### src/rtl/mdec_pkg.sv
package mdec_pkg;

    typedef enum logic [1:0] {
        TGT_ROM = 2'd0,
        TGT_RAM = 2'd1,
        TGT_EXT = 2'd2
    } tgt_e;

    typedef enum logic [1:0] {
        B_IDLE = 2'd0,
        B_EXT  = 2'd1,
        B_DONE = 2'd2
    } byte_st_e;

    typedef enum logic [1:0] {
        W_IDLE = 2'd0,
        W_LO   = 2'd1,
        W_HI   = 2'd2,
        W_RESP = 2'd3
    } word_st_e;

endpackage

### src/rtl/mdec_region_match.sv
module mdec_region_match #(
    parameter int AW   = 16,
    parameter int BASE = 0,
    parameter int SIZE = 4096,
    parameter int OW   = $clog2(SIZE)
) (
    input  logic          en,
    input  logic [AW-1:0] addr,
    output logic          hit,
    output logic [OW-1:0] offset
);
    localparam logic [AW:0] LO_BOUND = (AW+1)'(BASE);
    localparam logic [AW:0] HI_BOUND = (AW+1)'(BASE + SIZE);

    logic [AW:0]   addr_w;
    logic [AW-1:0] diff;

    assign addr_w = {1'b0, addr};
    assign diff   = addr - AW'(BASE);
    assign hit    = en && (addr_w >= LO_BOUND) && (addr_w < HI_BOUND);
    assign offset = diff[OW-1:0];

endmodule

### src/rtl/mdec_byte_engine.sv
module mdec_byte_engine
    import mdec_pkg::*;
#(
    parameter int AW       = 16,
    parameter int DW       = 8,
    parameter int ROM_BASE = 0,
    parameter int ROM_SIZE = 4096,
    parameter int RAM_BASE = 16'h3C00,
    parameter int RAM_SIZE = 1024,
    parameter int ROM_AW   = $clog2(ROM_SIZE),
    parameter int RAM_AW   = $clog2(RAM_SIZE)
) (
    input  logic              clk,
    input  logic              rst_n,
    input  logic [1:0]        en,
    input  logic              go,
    input  logic              wr,
    input  logic [AW-1:0]     addr,
    input  logic [DW-1:0]     wdata,
    output logic              done,
    output logic [DW-1:0]     rdata,
    output logic              rom_rd,
    output logic [ROM_AW-1:0] rom_addr,
    input  logic [DW-1:0]     rom_rdata,
    output logic              ram_rd,
    output logic              ram_we,
    output logic [RAM_AW-1:0] ram_addr,
    output logic [DW-1:0]     ram_wdata,
    input  logic [DW-1:0]     ram_rdata,
    output logic              ext_valid,
    output logic              ext_write,
    output logic [AW-1:0]     ext_addr,
    output logic [DW-1:0]     ext_wdata,
    input  logic              ext_ready,
    input  logic [DW-1:0]     ext_rdata,
    output logic              drop_pulse,
    output logic [AW-1:0]     drop_addr
);
    byte_st_e      st_q, st_d;
    tgt_e          tgt;
    logic          rom_hit, ram_hit;
    logic          take;
    logic [AW-1:0] xa_q;
    logic          xw_q;
    logic [DW-1:0] xd_q;
    logic [DW-1:0] rd_q;
    logic          drop_q;
    logic [AW-1:0] drop_a_q;

    mdec_region_match #(.AW(AW), .BASE(ROM_BASE), .SIZE(ROM_SIZE), .OW(ROM_AW)) rom_match (
        .en(en[0]), .addr(addr), .hit(rom_hit), .offset(rom_addr)
    );

    mdec_region_match #(.AW(AW), .BASE(RAM_BASE), .SIZE(RAM_SIZE), .OW(RAM_AW)) ram_match (
        .en(en[1]), .addr(addr), .hit(ram_hit), .offset(ram_addr)
    );

    always_comb begin
        if (rom_hit)      tgt = TGT_ROM;
        else if (ram_hit) tgt = TGT_RAM;
        else              tgt = TGT_EXT;
    end

    assign take = (st_q == B_IDLE) && go;

    // state register
    always_ff @(posedge clk) begin
        if (!rst_n) st_q <= B_IDLE;
        else        st_q <= st_d;
    end

    always_comb begin
        st_d = st_q;
        unique case (st_q)
            B_IDLE: if (go) st_d = (tgt == TGT_EXT) ? B_EXT : B_DONE;
            B_EXT:  if (ext_ready) st_d = B_DONE;
            B_DONE: st_d = B_IDLE;
            default: st_d = B_IDLE;
        endcase
    end

    // datapath registers
    always_ff @(posedge clk) begin
        if (!rst_n) begin
            xa_q     <= '0;
            xw_q     <= 1'b0;
            xd_q     <= '0;
            rd_q     <= '0;
            drop_q   <= 1'b0;
            drop_a_q <= '0;
        end else begin
            drop_q <= take && (tgt == TGT_ROM) && wr;
            if (take) begin
                xa_q <= addr;
                xw_q <= wr;
                xd_q <= wdata;
                if (wr)                  rd_q <= '0;
                else if (tgt == TGT_ROM) rd_q <= rom_rdata;
                else if (tgt == TGT_RAM) rd_q <= ram_rdata;
                if (tgt == TGT_ROM && wr) drop_a_q <= addr;
            end else if (st_q == B_EXT && ext_ready) begin
                rd_q <= xw_q ? '0 : ext_rdata;
            end
        end
    end

    // outputs
    always_comb begin
        rom_rd     = take && (tgt == TGT_ROM) && !wr;
        ram_rd     = take && (tgt == TGT_RAM) && !wr;
        ram_we     = take && (tgt == TGT_RAM) && wr;
        ram_wdata  = wdata;
        ext_valid  = (st_q == B_EXT);
        ext_write  = xw_q;
        ext_addr   = xa_q;
        ext_wdata  = xd_q;
        done       = (st_q == B_DONE);
        rdata      = rd_q;
        drop_pulse = drop_q;
        drop_addr  = drop_a_q;
    end

endmodule

### src/rtl/mdec_word_front.sv
module mdec_word_front
    import mdec_pkg::*;
#(
    parameter int AW = 16,
    parameter int DW = 8
) (
    input  logic            clk,
    input  logic            rst_n,
    input  logic            req_valid,
    input  logic            req_write,
    input  logic            req_word,
    input  logic [AW-1:0]   req_addr,
    input  logic [2*DW-1:0] req_wdata,
    output logic            req_ready,
    output logic            rsp_valid,
    output logic [2*DW-1:0] rsp_rdata,
    output logic            b_go,
    output logic            b_wr,
    output logic [AW-1:0]   b_addr,
    output logic [DW-1:0]   b_wdata,
    input  logic            b_done,
    input  logic [DW-1:0]   b_rdata
);
    word_st_e        st_q, st_d;
    logic [AW-1:0]   a_q;
    logic [2*DW-1:0] d_q;
    logic            wr_q, word_q;
    logic [DW-1:0]   lo_q, hi_q;

    // state register
    always_ff @(posedge clk) begin
        if (!rst_n) st_q <= W_IDLE;
        else        st_q <= st_d;
    end

    always_comb begin
        st_d = st_q;
        unique case (st_q)
            W_IDLE: if (req_valid) st_d = W_LO;
            W_LO:   if (b_done) st_d = word_q ? W_HI : W_RESP;
            W_HI:   if (b_done) st_d = W_RESP;
            W_RESP: st_d = W_IDLE;
            default: st_d = W_IDLE;
        endcase
    end

    always_ff @(posedge clk) begin
        if (!rst_n) begin
            a_q    <= '0;
            d_q    <= '0;
            wr_q   <= 1'b0;
            word_q <= 1'b0;
            lo_q   <= '0;
            hi_q   <= '0;
        end else begin
            if (st_q == W_IDLE && req_valid) begin
                a_q    <= req_addr;
                d_q    <= req_wdata;
                wr_q   <= req_write;
                word_q <= req_word;
                hi_q   <= '0;
            end
            if (st_q == W_LO && b_done) lo_q <= b_rdata;
            if (st_q == W_HI && b_done) hi_q <= b_rdata;
        end
    end

    // outputs
    always_comb begin
        req_ready = (st_q == W_IDLE);
        rsp_valid = (st_q == W_RESP);
        rsp_rdata = {hi_q, lo_q};
        b_go      = (st_q == W_LO) || (st_q == W_HI);
        b_wr      = wr_q;
        b_addr    = (st_q == W_HI) ? a_q + AW'(1) : a_q;
        b_wdata   = (st_q == W_HI) ? d_q[2*DW-1:DW] : d_q[DW-1:0];
    end

endmodule

### src/rtl/local_mem_decoder.sv
module local_mem_decoder
    import mdec_pkg::*;
#(
    parameter int AW       = 16,
    parameter int DW       = 8,
    parameter int ROM_BASE = 0,
    parameter int ROM_SIZE = 4096,
    parameter int RAM_BASE = 16'h3C00,
    parameter int RAM_SIZE = 1024,
    parameter int ROM_AW   = $clog2(ROM_SIZE),
    parameter int RAM_AW   = $clog2(RAM_SIZE)
) (
    input  logic              clk,
    input  logic              rst_n,
    input  logic              cfg_wr,
    input  logic [1:0]        cfg_en,
    input  logic              req_valid,
    input  logic              req_write,
    input  logic              req_word,
    input  logic [AW-1:0]     req_addr,
    input  logic [2*DW-1:0]   req_wdata,
    output logic              req_ready,
    output logic              rsp_valid,
    output logic [2*DW-1:0]   rsp_rdata,
    output logic              rom_rd,
    output logic [ROM_AW-1:0] rom_addr,
    input  logic [DW-1:0]     rom_rdata,
    output logic              ram_rd,
    output logic              ram_we,
    output logic [RAM_AW-1:0] ram_addr,
    output logic [DW-1:0]     ram_wdata,
    input  logic [DW-1:0]     ram_rdata,
    output logic              ext_valid,
    output logic              ext_write,
    output logic [AW-1:0]     ext_addr,
    output logic [DW-1:0]     ext_wdata,
    input  logic              ext_ready,
    input  logic [DW-1:0]     ext_rdata,
    output logic              wdrop_pulse,
    output logic [AW-1:0]     wdrop_addr
);
    logic [1:0]    en_q;
    logic          b_go, b_wr, b_done;
    logic [AW-1:0] b_addr;
    logic [DW-1:0] b_wdata, b_rdata;

    always_ff @(posedge clk) begin
        if (!rst_n)      en_q <= 2'b11;
        else if (cfg_wr) en_q <= cfg_en;
    end

    mdec_word_front #(.AW(AW), .DW(DW)) front (
        .clk(clk), .rst_n(rst_n),
        .req_valid(req_valid), .req_write(req_write), .req_word(req_word),
        .req_addr(req_addr), .req_wdata(req_wdata),
        .req_ready(req_ready), .rsp_valid(rsp_valid), .rsp_rdata(rsp_rdata),
        .b_go(b_go), .b_wr(b_wr), .b_addr(b_addr), .b_wdata(b_wdata),
        .b_done(b_done), .b_rdata(b_rdata)
    );

    mdec_byte_engine #(
        .AW(AW), .DW(DW), .ROM_BASE(ROM_BASE), .ROM_SIZE(ROM_SIZE),
        .RAM_BASE(RAM_BASE), .RAM_SIZE(RAM_SIZE), .ROM_AW(ROM_AW), .RAM_AW(RAM_AW)
    ) engine (
        .clk(clk), .rst_n(rst_n), .en(en_q),
        .go(b_go), .wr(b_wr), .addr(b_addr), .wdata(b_wdata),
        .done(b_done), .rdata(b_rdata),
        .rom_rd(rom_rd), .rom_addr(rom_addr), .rom_rdata(rom_rdata),
        .ram_rd(ram_rd), .ram_we(ram_we), .ram_addr(ram_addr),
        .ram_wdata(ram_wdata), .ram_rdata(ram_rdata),
        .ext_valid(ext_valid), .ext_write(ext_write), .ext_addr(ext_addr),
        .ext_wdata(ext_wdata), .ext_ready(ext_ready), .ext_rdata(ext_rdata),
        .drop_pulse(wdrop_pulse), .drop_addr(wdrop_addr)
    );

endmodule

### config.mk
export PLATFORM = sky130hd
export DESIGN_NAME = local_mem_decoder
export DESIGN_NICKNAME = d
export VERILOG_FILES = /design/src/rtl/mdec_pkg.sv /design/src/rtl/mdec_region_match.sv /design/src/rtl/mdec_byte_engine.sv /design/src/rtl/mdec_word_front.sv /design/src/rtl/local_mem_decoder.sv
export SDC_FILE = /design/constraint.sdc
export NUM_CORES = 1
export LEC_CHECK = 0
export BUFFER_PORTS_ARGS = -buffer_cell sky130_fd_sc_hd__clkbuf_2
export CAP_MARGIN = 20
export CORE_UTILIZATION = 51
export DETAILED_ROUTE_END_ITERATION = 10
export PLACE_DENSITY = 0.78
export SYNTH_ARGS = -nofsm -noshare
export SYNTH_HDL_FRONTEND = slang
export SYNTH_SLANG_ARGS = --single-unit
### constraint.sdc
create_clock -name clk -period 3.2 [get_ports clk]
set_input_delay 0 -clock clk [delete_from_list [all_inputs] [get_ports clk]]
set_output_delay 0 -clock clk [all_outputs]
set_load 0.05 [all_outputs]
==> impl_metrics.ini <==
[status]
status = finished, final reports clean

[floorplan]
start_util_pct = 52.63
die-area_um2 = 9883
die_w_um = 99.42
rows = 35
die_h_um = 99.42
core-area_um2 = 9196
ioPinCount = 159

[timing]
finalCritPeriodShare_pct = 95.08
worst_slew_pin_slew_ns = 0.6920
min_period_ns = 3.043
finalHoldViolations = 0
rsz0062_at_grt = no
setup_viol = 0
clock_skew_ns = 0.01519
fmax_mhz = 328.7
worst_hold_slack_ns = 0.02086
fin_setup_tns_ns = 0
relSlewSlack_pct = 53.54
slew_violations = 0

[grt]
grt_pass1_vias = 4273
grt_max_degree = 48
overflow = 0
antenna_found_initial = 0
grt_first_pass_wirelength_um = 20260
grt.total_usage_pct = 26.15

[clock_network]
numCtsBuffers = 9
clock-sinks = 106
clk_latency_ns = 0.36
cts_max_path_buffers = 2
postCtsSetupBuffers = 0
clk_pin_slew_ns = 0.10
h-tree-depth = 3
cts_tree = yes
ctsRootBufferMaster = clkbuf_8

[routing]
drc = 0
drt_iter0_drc = 174
first_pass_iters = 4
wl_per_cell_um = 15.19
dr_total_vias = 4456
wl_um = 12640
viasPerCell = 5.356
antenna_left = 0

[cells_and_area]
multiInputGateArea_um2 = 2375
seq_area_um2 = 2122
syn_to_final_growth_pct = 26.55
fillCellCount = 774
drive_gt1_share_pct = 28.85
n_antenna_cell = 0
instances_no_fill = 832
fin_nets = 787
fin_util_pct = 66.60

[worst_setup_path]
cp-end-kind = output pin
r2r_setup_slack_ns = 0.34
crit_arrival_ns = 3.04
r2r_cells = 8
cpPeakStageDelay_ns = 0.52
crit_type = reg2out
path_max_fanout = 7
required_ns = 3.20
timing.rr.start = front.st_q[1]
r2r-end = engine.rdata[1]
cp_slowest_cell = or4_4
cp-start-kind = flop
path_cells = ha_1, nand4_4, nor4_4, xnor2_1, or4_4, or2_2, nor2_1, clkbuf_4

[hold_path]
hold_start = ext_ready
hold_path_depth = 3
whs_endpoint = engine.st_q[0]
hp-class = in2reg

[synthesis]
syn_inst = 559
yosysWarnings = 0
synth-seq-cells = 106
synthArstFlopShare_pct = 0
synth_nets = 629
ys.flop_type = dfxtp_1
synth-edff-count = 0
seq_area_frac_synth_pct = 43.85
yosysUniqueCellTypes = 43
postSynthAreaPerCell_um2 = 8.658
synth_area_um2 = 4840

[run]
max_cap_violations = 0

[placement]
port_buffers = 158
place_hpwl_um = 9048
gp_congestion = 0.8963
dp.cells = 779

[pwr]
peakVddDrop_v = 0.0004252
power.density_nw_per_um2 = 871.8
leakage_uw = 0.002916
-- flip-flops by register name, indices dropped and copies added (netlist names), 2 cells and up --
| name | count |
|---|---|
| en_q | 2 |
| engine.drop_addr | 16 |
| engine.ext_addr | 16 |
| engine.ext_wdata | 8 |
| engine.rdata | 8 |
| engine.st_q | 2 |
| front.a_q | 16 |
| front.d_q | 16 |
| front.hi_q | 8 |
| front.lo_q | 8 |
| front.st_q | 2 |
-- critical path: cells and delay by family (launching register included) --
kind	cells	cell delay [ns]
AND/OR/NAND/NOR	5	1.52
flip-flops	1	0.42
adder cells (fa/ha/maj)	1	0.29
buffers and inverters	1	0.26
XOR/XNOR	1	0.18
-- cell usage after synthesis, types with 7 or more instances --
cell type	instances	share of area [%]
mux2i_1	12	2.5
nand3_1	23	2.4
nor2b_1	7	0.90
nor3b_1	21	3.3
clkbuf_1	28	2.2
mux2_2	8	1.9
a21oi_1	9	0.93
nand2_1	111	8.6
o22ai_1	9	1.2
o211a_1	16	3.3
o221a_2	8	1.9
buf_4	22	3.4
nor2_1	51	4.0
a21boi_0	51	7.9
dfxtp_1	106	44
xor2_1	7	1.3
inv_1	11	0.85
xnor2_1	8	1.4
-- power breakdown --
| group | internal, µW | switching [µW] | total (µW) |
|---|---|---|---|
| clock network | 380 | 440 | 820 |
| registers | 1560 | 190 | 1750 |
| logic | 824 | 1940 | 2770 |
| total | 2770 | 2570 | 5340 |
-- worst max path at each step --
stage	from	to	slack (ns)	depth (start not counted)
finish	front.st_q[1]	ram_we	0.16	8
global route	front.st_q[1]	ram_we	0.002	8
floorplan	front.st_q[0]	ram_we	0.40	9
CTS	front.st_q[1]	ram_we	0.13	8
global placement	front.st_q[0]	engine.rdata[5]	0.50	10
detailed placement	front.st_q[0]	engine.drop_addr[2]	0.31	10
-- what timing repair did --
action | CTS | global route
hold endpoints to repair | 36 | 0
hold buffers | 38 | 0
gates resized for setup | 0 | 3
endpoints found under the setup margin | 0 | 2
-- per-layer routing --
layer	vias to the layer above	GRT usage [%]	routed length (µm)
li1	2184	-	-
met4	0	15.05	447
met3	36	4.146	581
met5	-	0	0
met2	168	42.74	5950
met1	2068	32.86	5663
-- through the flow --
stage | worst slack (ns) | area [µm²] | power (µW)
2_1_floorplan | 0.4038 | 4840 | 3924
3_3_place_gp | 0.4961 | 5522 | 4417
3_5_place_dp | 0.3075 | 5542 | 4497
4_1_cts | 0.1328 | 6116 | 5341
5_1_grt | 0.002334 | 6125 | 5657
6_report | 0.1573 | 6125 | 5339
-- layout by cell type (no fill, tap or decap), types with 9 or more instances in the layout --
master,count
a21boi_0,51
nor2_1,51
o22ai_1,9
dlygate4sd3_1,38
a21oi_1,9
nand2_1,111
inv_1,11
dfxtp_1,106
nand3_1,23
nor3b_1,21
mux2i_1,12
clkbuf_8,10
o211a_1,16
clkbuf_2,157
-- final cells by class --
type	count	area share, %
multi-input cells	384	38.77
flip-flops and latches	106	34.65
repair buffers	205	20.47
clock buffers	11	2.308
well taps	111	2.268
clock inverters	4	0.8580
inverters	11	0.6742
-- cells by family (layout without fill, tap and decap cells) --
kind of cell	after synthesis	count (layout)	synth area share, %
adder cells (fa/ha/maj)	5	5	1.293
flip-flops	106	106	43.85
multiplexers	20	20	4.344
buffers and inverters	69	231	7.368
XOR/XNOR	15	15	2.715
AO/OA/AOI/OAI	100	100	16.39
AND/OR/NAND/NOR	244	244	24.04
Note: power is estimated with default switching activity, not from simulation.
